<file path="src/rtl/topk_pkg.sv">
package topk_pkg;
    // Fixed layout of one result word: position code on top, value below.
    localparam int VAL_W  = 11;
    localparam int POS_W  = 5;
    localparam int WORD_W = POS_W + VAL_W;
    localparam int CH_W   = 6;
    localparam logic [VAL_W-1:0] VAL_MAX = '1;

    // One entry of the sorted candidate list.
    typedef struct packed {
        logic             vld;
        logic [VAL_W-1:0] val;
        logic [CH_W-1:0]  ch;
    } slot_t;
endpackage

</file>
<file path="src/rtl/topk_clamp.sv">
module topk_clamp
    import topk_pkg::*;
#(
    parameter int IN_W = 14
) (
    input  logic [IN_W-1:0]  raw,
    output logic [VAL_W-1:0] sat
);
    generate
        if (IN_W > VAL_W) begin : g_wide
            always_comb begin
                if (raw > IN_W'(VAL_MAX)) sat = VAL_MAX;
                else                      sat = raw[VAL_W-1:0];
            end
        end else begin : g_narrow
            assign sat = VAL_W'(raw);
        end
    endgenerate
endmodule

</file>
<file path="src/rtl/topk_insert.sv">
module topk_insert
    import topk_pkg::*;
#(
    parameter int K = 6
) (
    input  slot_t [K-1:0]    cur,
    input  logic [VAL_W-1:0] cand_val,
    input  logic [CH_W-1:0]  cand_ch,
    output slot_t [K-1:0]    nxt
);
    // Candidate beats an entry only if strictly larger, so earlier
    // (lower-index) channels keep their place on equal values.
    logic [K-1:0] ahead;
    slot_t        cand;

    assign cand = '{vld: 1'b1, val: cand_val, ch: cand_ch};

    genvar i;
    generate
        for (i = 0; i < K; i++) begin : g_slot
            assign ahead[i] = !cur[i].vld || (cand_val > cur[i].val);
            if (i == 0) begin : g_head
                assign nxt[i] = ahead[i] ? cand : cur[i];
            end else begin : g_tail
                assign nxt[i] = !ahead[i]    ? cur[i]   :
                                ahead[i-1]   ? cur[i-1] : cand;
            end
        end
    endgenerate
endmodule

</file>
<file path="src/rtl/topk_chan_picker.sv">
module topk_chan_picker
    import topk_pkg::*;
#(
    parameter int N_ROW = 20,
    parameter int N_COL = 20,
    parameter int K     = 6,
    parameter int IN_W  = 14
) (
    input  logic                          clk,
    input  logic                          rst_n,
    input  logic                          evt_valid,
    input  logic [(N_ROW+N_COL)*IN_W-1:0] evt_vals,
    output logic                          busy,
    output logic                          done,
    output logic [K*WORD_W-1:0]           sel_words,
    output logic [K-1:0]                  sel_is_col
);
    localparam int N_CH = N_ROW + N_COL;
    localparam logic [CH_W-1:0] LAST_CH = CH_W'(N_CH - 1);
    localparam logic [CH_W-1:0] ROW_CNT = CH_W'(N_ROW);

    typedef struct packed {
        logic                   busy;
        logic                   done;
        logic [CH_W-1:0]        idx;
        slot_t [K-1:0]          list;
        logic [N_CH*IN_W-1:0]   vals;
        logic [K*WORD_W-1:0]    words;
        logic [K-1:0]           is_col;
    } state_t;

    state_t st_d, st_q;

    logic [IN_W-1:0]  raw_cur;
    logic [VAL_W-1:0] sat_cur;
    slot_t [K-1:0]    ins_list;

    assign raw_cur = st_q.vals[int'(st_q.idx)*IN_W +: IN_W];

    topk_clamp #(.IN_W(IN_W)) clamp_i (
        .raw (raw_cur),
        .sat (sat_cur)
    );

    topk_insert #(.K(K)) insert_i (
        .cur      (st_q.list),
        .cand_val (sat_cur),
        .cand_ch  (st_q.idx),
        .nxt      (ins_list)
    );

    always_comb begin
        st_d      = st_q;
        st_d.done = 1'b0;
        if (!st_q.busy) begin
            if (evt_valid) begin
                st_d.busy = 1'b1;
                st_d.idx  = '0;
                st_d.list = '0;
                st_d.vals = evt_vals;
            end
        end else begin
            st_d.list = ins_list;
            if (st_q.idx == LAST_CH) begin
                st_d.busy = 1'b0;
                st_d.done = 1'b1;
                for (int k = 0; k < K; k++) begin
                    if (ins_list[k].ch >= ROW_CNT) begin
                        st_d.is_col[k] = 1'b1;
                        st_d.words[k*WORD_W +: WORD_W] =
                            {POS_W'(ins_list[k].ch - ROW_CNT), ins_list[k].val};
                    end else begin
                        st_d.is_col[k] = 1'b0;
                        st_d.words[k*WORD_W +: WORD_W] =
                            {POS_W'(ins_list[k].ch), ins_list[k].val};
                    end
                end
            end else begin
                st_d.idx = st_q.idx + 1'b1;
            end
        end
    end

    always_ff @(posedge clk) begin
        if (!rst_n) st_q <= '0;
        else        st_q <= st_d;
    end

    assign busy       = st_q.busy;
    assign done       = st_q.done;
    assign sel_words  = st_q.words;
    assign sel_is_col = st_q.is_col;


    accept_chk: assert property (@(posedge clk) disable iff (!rst_n)
        (evt_valid && !busy) |=> busy);


    scan_step_chk: assert property (@(posedge clk) disable iff (!rst_n)
        (busy && st_q.idx != LAST_CH) |=> (busy && st_q.idx == $past(st_q.idx) + 1'b1));


    done_idle_chk: assert property (@(posedge clk) disable iff (!rst_n)
        done |-> !busy);


    done_pulse_chk: assert property (@(posedge clk) disable iff (!rst_n)
        done |=> !done);


    out_hold_chk: assert property (@(posedge clk) disable iff (!rst_n)
        !done |=> (done || ($stable(sel_words) && $stable(sel_is_col))));

    genvar g;
    generate
        for (g = 1; g < K; g++) begin : g_order

            desc_order_chk: assert property (@(posedge clk) disable iff (!rst_n)
                done |-> (sel_words[g*WORD_W +: VAL_W] <= sel_words[(g-1)*WORD_W +: VAL_W]));
        end
    endgenerate
endmodule

</file>
<file path="config.mk">
export PLATFORM = sky130hd
export DESIGN_NAME = topk_chan_picker
export DESIGN_NICKNAME = d
export VERILOG_FILES = /design/src/rtl/topk_pkg.sv /design/src/rtl/topk_clamp.sv /design/src/rtl/topk_insert.sv /design/src/rtl/topk_chan_picker.sv
export SDC_FILE = /design/constraint.sdc
export NUM_CORES = 2
export LEC_CHECK = 0
export ABC_AREA = 1
export BUFFER_PORTS_ARGS = -buffer_cell sky130_fd_sc_hd__buf_2
export CORE_ASPECT_RATIO = 0.75
export CORE_MARGIN = 5
export CORE_UTILIZATION = 60
export CTS_CLUSTER_SIZE = 16
export DETAILED_ROUTE_END_ITERATION = 12
export PLACE_DENSITY_LB_ADDON = 0.25
export SYNTH_ARGS = -nofsm -noshare
export SYNTH_HDL_FRONTEND = slang
export SYNTH_SLANG_ARGS = --single-unit
</file>
<file path="constraint.sdc">
create_clock -name clk -period 7.9 [get_ports clk]
set_clock_uncertainty 0.05 [all_clocks]
set_input_delay 0.395 -clock clk [delete_from_list [all_inputs] [get_ports clk]]
set_output_delay 0.395 -clock clk [all_outputs]
set_load 0.02 [all_outputs]
</file>
==> results.sh, run 1 <==
export IMPL_synthMuxAreaShare_pct=0
export IMPL_start_util_pct=60.86
export IMPL_cts_htree_levels=3
export IMPL_synth_largest_area_cell="dfxtp_1"
export IMPL_cts_buffer_depth=3
export IMPL_gp_congestion=0.9762
export IMPL_grt_overflow=8
export IMPL_io_pins=667
export IMPL_die_w_um=296.5
export IMPL_dpl_cell_area_um2=39200
export IMPL_syn_nets=6105
export IMPL_cts_root_buf="clkbuf_16"
export IMPL_die_y_um=224.9
export IMPL_first_global_vias=44120
export IMPL_netlist_area_leader_share_pct=42.16
export IMPL_cts_buffers=75
export IMPL_outcome="aborted with a tool error"
export IMPL_ys_ff_latch=778
export IMPL_synth_top_family_by_area="simple AND/OR/NAND/NOR gates"
export IMPL_synthDistinctLibCells=51
export IMPL_clock_sinks=778
export IMPL_num_rows=78
export IMPL_port_buffers=666
export IMPL_synthAdderAreaFrac_pct=2.675
export IMPL_yosysWarnings=0
export IMPL_error="[ERROR GRT-0116] Global routing finished with congestion. Check the congestion regions in the DRC Viewer."
export IMPL_synth_xor_area_share_pct=0.02371
export IMPL_dpl_hpwl_mm=95.53
export IMPL_lastStage="global routing"
export IMPL_postCtsSetupBuffers=0
export IMPL_syn_inst=5463
export IMPL_ys_seq_area_share_pct=42.16
export IMPL_synth_simple_gate_area_share_pct=30.36
export IMPL_grt_max_degree=294
export IMPL_synth_area_leaders="dfxtp_1, nor2_1, nand2_1, o21ai_0, nand3_1"
export IMPL_grt_pass1_wl_mm=268.2
export IMPL_synth_compound_area_share_pct=16.03
export IMPL_avgSynthCellArea_um2=6.763
export IMPL_synth_area_um2=36950
export IMPL_grt_usage_pct=52.84
[synthesized netlist by cell type, drive strengths merged]
cell	number
nor2	1292
nand2	1130
dfxtp	778
o21ai	749
nand3	337
a21oi	280
clkbuf	252
buf	229
inv	190
ha	79
o22ai	33
o211ai	25
or2	15
nand4	13
a22o	12
nor3	12
a31oi	7
a21boi	5
a311oi	4
clkinv	4
o21a	4
nand3b	3
and2	2
o41ai	2
a211oi	1
a21o	1
a221oi	1
nor4	1
o31ai	1
xor2	1
[routing by layer]
metal,GRT usage [%],overflow
met1,62.24,0
met3,31.94,2
met5,9.254,0
met2,70.28,2
met4,36.01,4
[per-stage QoR]
step	worst slack, ps	hold slack [ps]	instances
global placement	1530	382.4	6487
CTS	1357	0.2609	7139
floorplan	3904	374.4	5463
detailed placement	1375	385.6	6487
[repair_timing]
| item | in CTS |
|---|---|
| hold endpoints to repair | 517 |
| resized for setup | 0 |
| hold buffers | 517 |
[cells by family after synthesis]
logic type	Yosys count
buf+inv	675
simple gates	2805
flops	778
xor+xnor	1
fa+ha+maj	79
compound gates	1125
==> inputs of run 2 (changes only) <==
--- a/config.mk
+++ b/config.mk
@@ -7,12 +7,10 @@
 export LEC_CHECK = 0
 export ABC_AREA = 1
 export BUFFER_PORTS_ARGS = -buffer_cell sky130_fd_sc_hd__buf_2
-export CORE_ASPECT_RATIO = 0.75
 export CORE_MARGIN = 5
-export CORE_UTILIZATION = 60
-export CTS_CLUSTER_SIZE = 16
+export CORE_UTILIZATION = 40
 export DETAILED_ROUTE_END_ITERATION = 12
-export PLACE_DENSITY_LB_ADDON = 0.25
+export PLACE_DENSITY_LB_ADDON = 0.15
 export SYNTH_ARGS = -nofsm -noshare
 export SYNTH_HDL_FRONTEND = slang
 export SYNTH_SLANG_ARGS = --single-unit
==> run 2 against run 1 <==
The run now ends clean. Area after synthesis unchanged. Synthesized cell count unchanged.
==> results.sh, run 2 <==
export IMPL_grt_usage_pct=30.89
export IMPL_core_um2=91660
export IMPL_cts_root_buf="clkbuf_16"
export IMPL_drive_gt1_share_pct=14.40
export IMPL_setup_violations=0
export IMPL_p_per_area_nw_per_um2=217.1
export IMPL_dpl_worst_slack_ps=1134
export IMPL_grt_pass1_wl_mm=237.8
export IMPL_ys_ff_latch=778
export IMPL_wl_mm=159.4
export IMPL_final_cell_mix="nor2_1, nand2_1, dfxtp_1, o21ai_0, buf_2"
export IMPL_pwr_share_seq_pct=41.4
export IMPL_r2r_end="sel_words[46]"
export IMPL_max_freq_mhz=147.2
export IMPL_mostFrequentLayoutCell="nor2_1"
export IMPL_dpl_hpwl_mm=106.2
export IMPL_synth_area_leaders="dfxtp_1, nor2_1, nand2_1, o21ai_0, nand3_1"
export IMPL_port_buffers=666
export IMPL_clock_sinks=778
export IMPL_seq_area_um2=15590
export IMPL_first_global_vias=39140
export IMPL_drv_cap=0
export IMPL_power_switching_mw=3.088
export IMPL_yosysWarnings=0
export IMPL_syn2layout_area_growth_pct=30.28
export IMPL_ant_nets=0
export IMPL_rsz0062_at_grt="no"
export IMPL_min_to="st_q[161]"
export IMPL_netlist_area_leader_share_pct=42.16
export IMPL_antenna_found_initial=4
export IMPL_critPathTopFamily="simple AND/OR/NAND/NOR gates"
export IMPL_die_w_um=313.9
export IMPL_timing_slew_headroom_pct=20.34
export IMPL_clkPwrFrac_pct=40.0
export IMPL_synth_edff_count=0
export IMPL_synthDistinctLibCells=51
export IMPL_synth_main_ff_cell="dfxtp_1"
export IMPL_worstSetupPathType="reg -> reg"
export IMPL_gp_congestion=0.8984
export IMPL_syn_nets=6105
export IMPL_dieArea_um2=98550
export IMPL_p_leak_nw=21.83
export IMPL_io_pins=667
export IMPL_syn_inst=5463
export IMPL_cellInternalPower_mw=7.364
export IMPL_cpPeakStageDelay_ps=920
export IMPL_synth_area_um2=36950
export IMPL_die_y_um=313.9
export IMPL_synthTopCellsByCount="nor2_1, nand2_1, dfxtp_1, o21ai_0, nand3_1"
export IMPL_cts_htree_levels=3
export IMPL_grt_max_degree=230
export IMPL_cts_resized=0
export IMPL_finalHoldViolCount=0
export IMPL_num_rows=111
export IMPL_worstPathRequired_ps=8400
export IMPL_cp_max_fo=51
export IMPL_cts_buffer_depth=3
export IMPL_dr_pass1_iters=6
export IMPL_path_buf_inv=2
export IMPL_layout_nets=6970
export IMPL_cts_tree="built"
export IMPL_multi_input_area_um2=18170
export IMPL_top_register="st_q"
export IMPL_fin_crit_sh_pct=85.96
export IMPL_nFillCells=8921
export IMPL_r2r_setup_slack_ps=1110
export IMPL_cp_end_kind="flip-flop"
export IMPL_drtIter0Drc=4157
export IMPL_ys_seq_area_share_pct=42.16
export IMPL_synth_most_common_cell="nor2_1"
export IMPL_fin_setup_tns_ps=0
export IMPL_fin_crit_ps=6791
export IMPL_ir_drop_v=0.0001456
export IMPL_cts_buffers=87
export IMPL_drc_errors=0
export IMPL_grt_overflow=0
export IMPL_start_util_pct=40.31
export IMPL_largest_reg_flops=674
export IMPL_synth_largest_area_cell="dfxtp_1"
export IMPL_hold_path_cell_count=3
export IMPL_timing_rr_start="st_q[772]"
export IMPL_num_vias=40310
export IMPL_clkSlewWorstSetupHoldPaths_ps=60
export IMPL_slowest_stage="clkinv_2"
export IMPL_worst_slack_ps=1109
export IMPL_hold_class="in -> reg"
export IMPL_outcome="finished clean"
export IMPL_crit_arrival_ps=7290
export IMPL_crit_top_cell="nand2_1"
export IMPL_hold_start="evt_vals[59]"
export IMPL_r2r_cells=27
export IMPL_drv_slew=0
export IMPL_synthArstFlopShare_pct=0
export IMPL_viasPerCell=5.315
export IMPL_switching_share_pct=29.55
export IMPL_avgSynthCellArea_um2=6.763
export IMPL_wl_per_cell_um=21.02
export IMPL_worstSkewPairLatency_ps=660
export IMPL_combPwrFrac_pct=18.6
export IMPL_critPathLaunchType="flip-flop"
export IMPL_worst_pin_slew_ps=1195
-- run 2: cell counts after synthesis --
Identical to the previous run, type by type.
-- run 2: what timing repair did --
item | in CTS | in global routing
hold buffers | 548 | 0
buffers inserted | 0 | 0
hold endpoints to repair | 548 | 0
-- run 2: tightest hold or removal path, delay by kind of cell --
family	cells	cell delay, ps
buf+inv	1	110
compound gates	2	200
-- run 2: metal layers --
layer  part of all wire (%)  wire (µm)  track usage, %  vias to the layer above
met4                    5.8       9293           16.10                        0
met1                     42      66990           40.48                    18780
met2                     46      73000           49.84                     1760
li1                       -          -               -                    19310
met3                    6.4      10140           4.160                      464
met5                      0          0               0                        -
-- run 2: worst max path at each step --
stage | from | cells past startpoint | slack, ps | to
final | st_q[772] | 27 | 1110 | sel_words[46]
after detailed placement | st_q[772] | 27 | 1130 | sel_words[46]
after CTS | st_q[771] | 28 | 1110 | sel_words[46]
after floorplan | st_q[770] | 34 | 3900 | sel_words[93]
after global routing | st_q[772] | 27 | 470 | sel_words[93]
after global placement | st_q[772] | 27 | 1120 | sel_words[45]
-- run 2: power by group through the flow --
stage | clock (mW) | sequential (mW) | combinational [mW]
after floorplan | 0 | 4.36 | 1.08
final | 4.18 | 4.33 | 1.94
after global routing | 4.40 | 4.35 | 2.14
after detailed placement | 0 | 4.40 | 1.69
after CTS | 4.24 | 4.32 | 1.91
after global placement | 0 | 4.40 | 1.69
-- run 2: final cells by class --
cell class / instances / share of cell area, %
Antenna cell: 3 / 0.01560
Clock buffer: 130 / 5.409
Clock inverter: 26 / 0.6290
Inverter: 194 / 1.557
Multi-Input combinational cell: 4010 / 37.76
Sequential cell: 778 / 32.38
Tap cell: 1186 / 3.083
Timing Repair Buffer: 1257 / 19.17
-- run 2: logic make-up (layout without fill, tap and decap cells) --
family                     count (synthesis)  in the layout  share of synthesized area [%]
adders and majority gates                 79             79                          2.675
other                                      0              3                              0
DFF                                      778            778                          42.16
xor gates and xnor gates                   1              1                        0.02371
buffers and inverters                    675           1607                          8.761
AOI/OAI and AO/OA                       1125           1125                          16.03
and+or+nand+nor                         2805           2805                          30.36
-- run 2: through the flow --
stage               util, %  instances  area, µm²  power, mW  hold WS (ps)
CTS                   52.50       7581      48130      10.47        0.2013
detailed placement    43.35       6877      39740      6.094         386.5
global placement      43.35       6877      39740      6.091         384.1
finish                52.51       7584      48130      10.45         27.46
floorplan                 -       5463      36950      5.435         374.4
global route          52.51       7583      48130      10.90         32.65
Power figures use the tool's default switching activity.
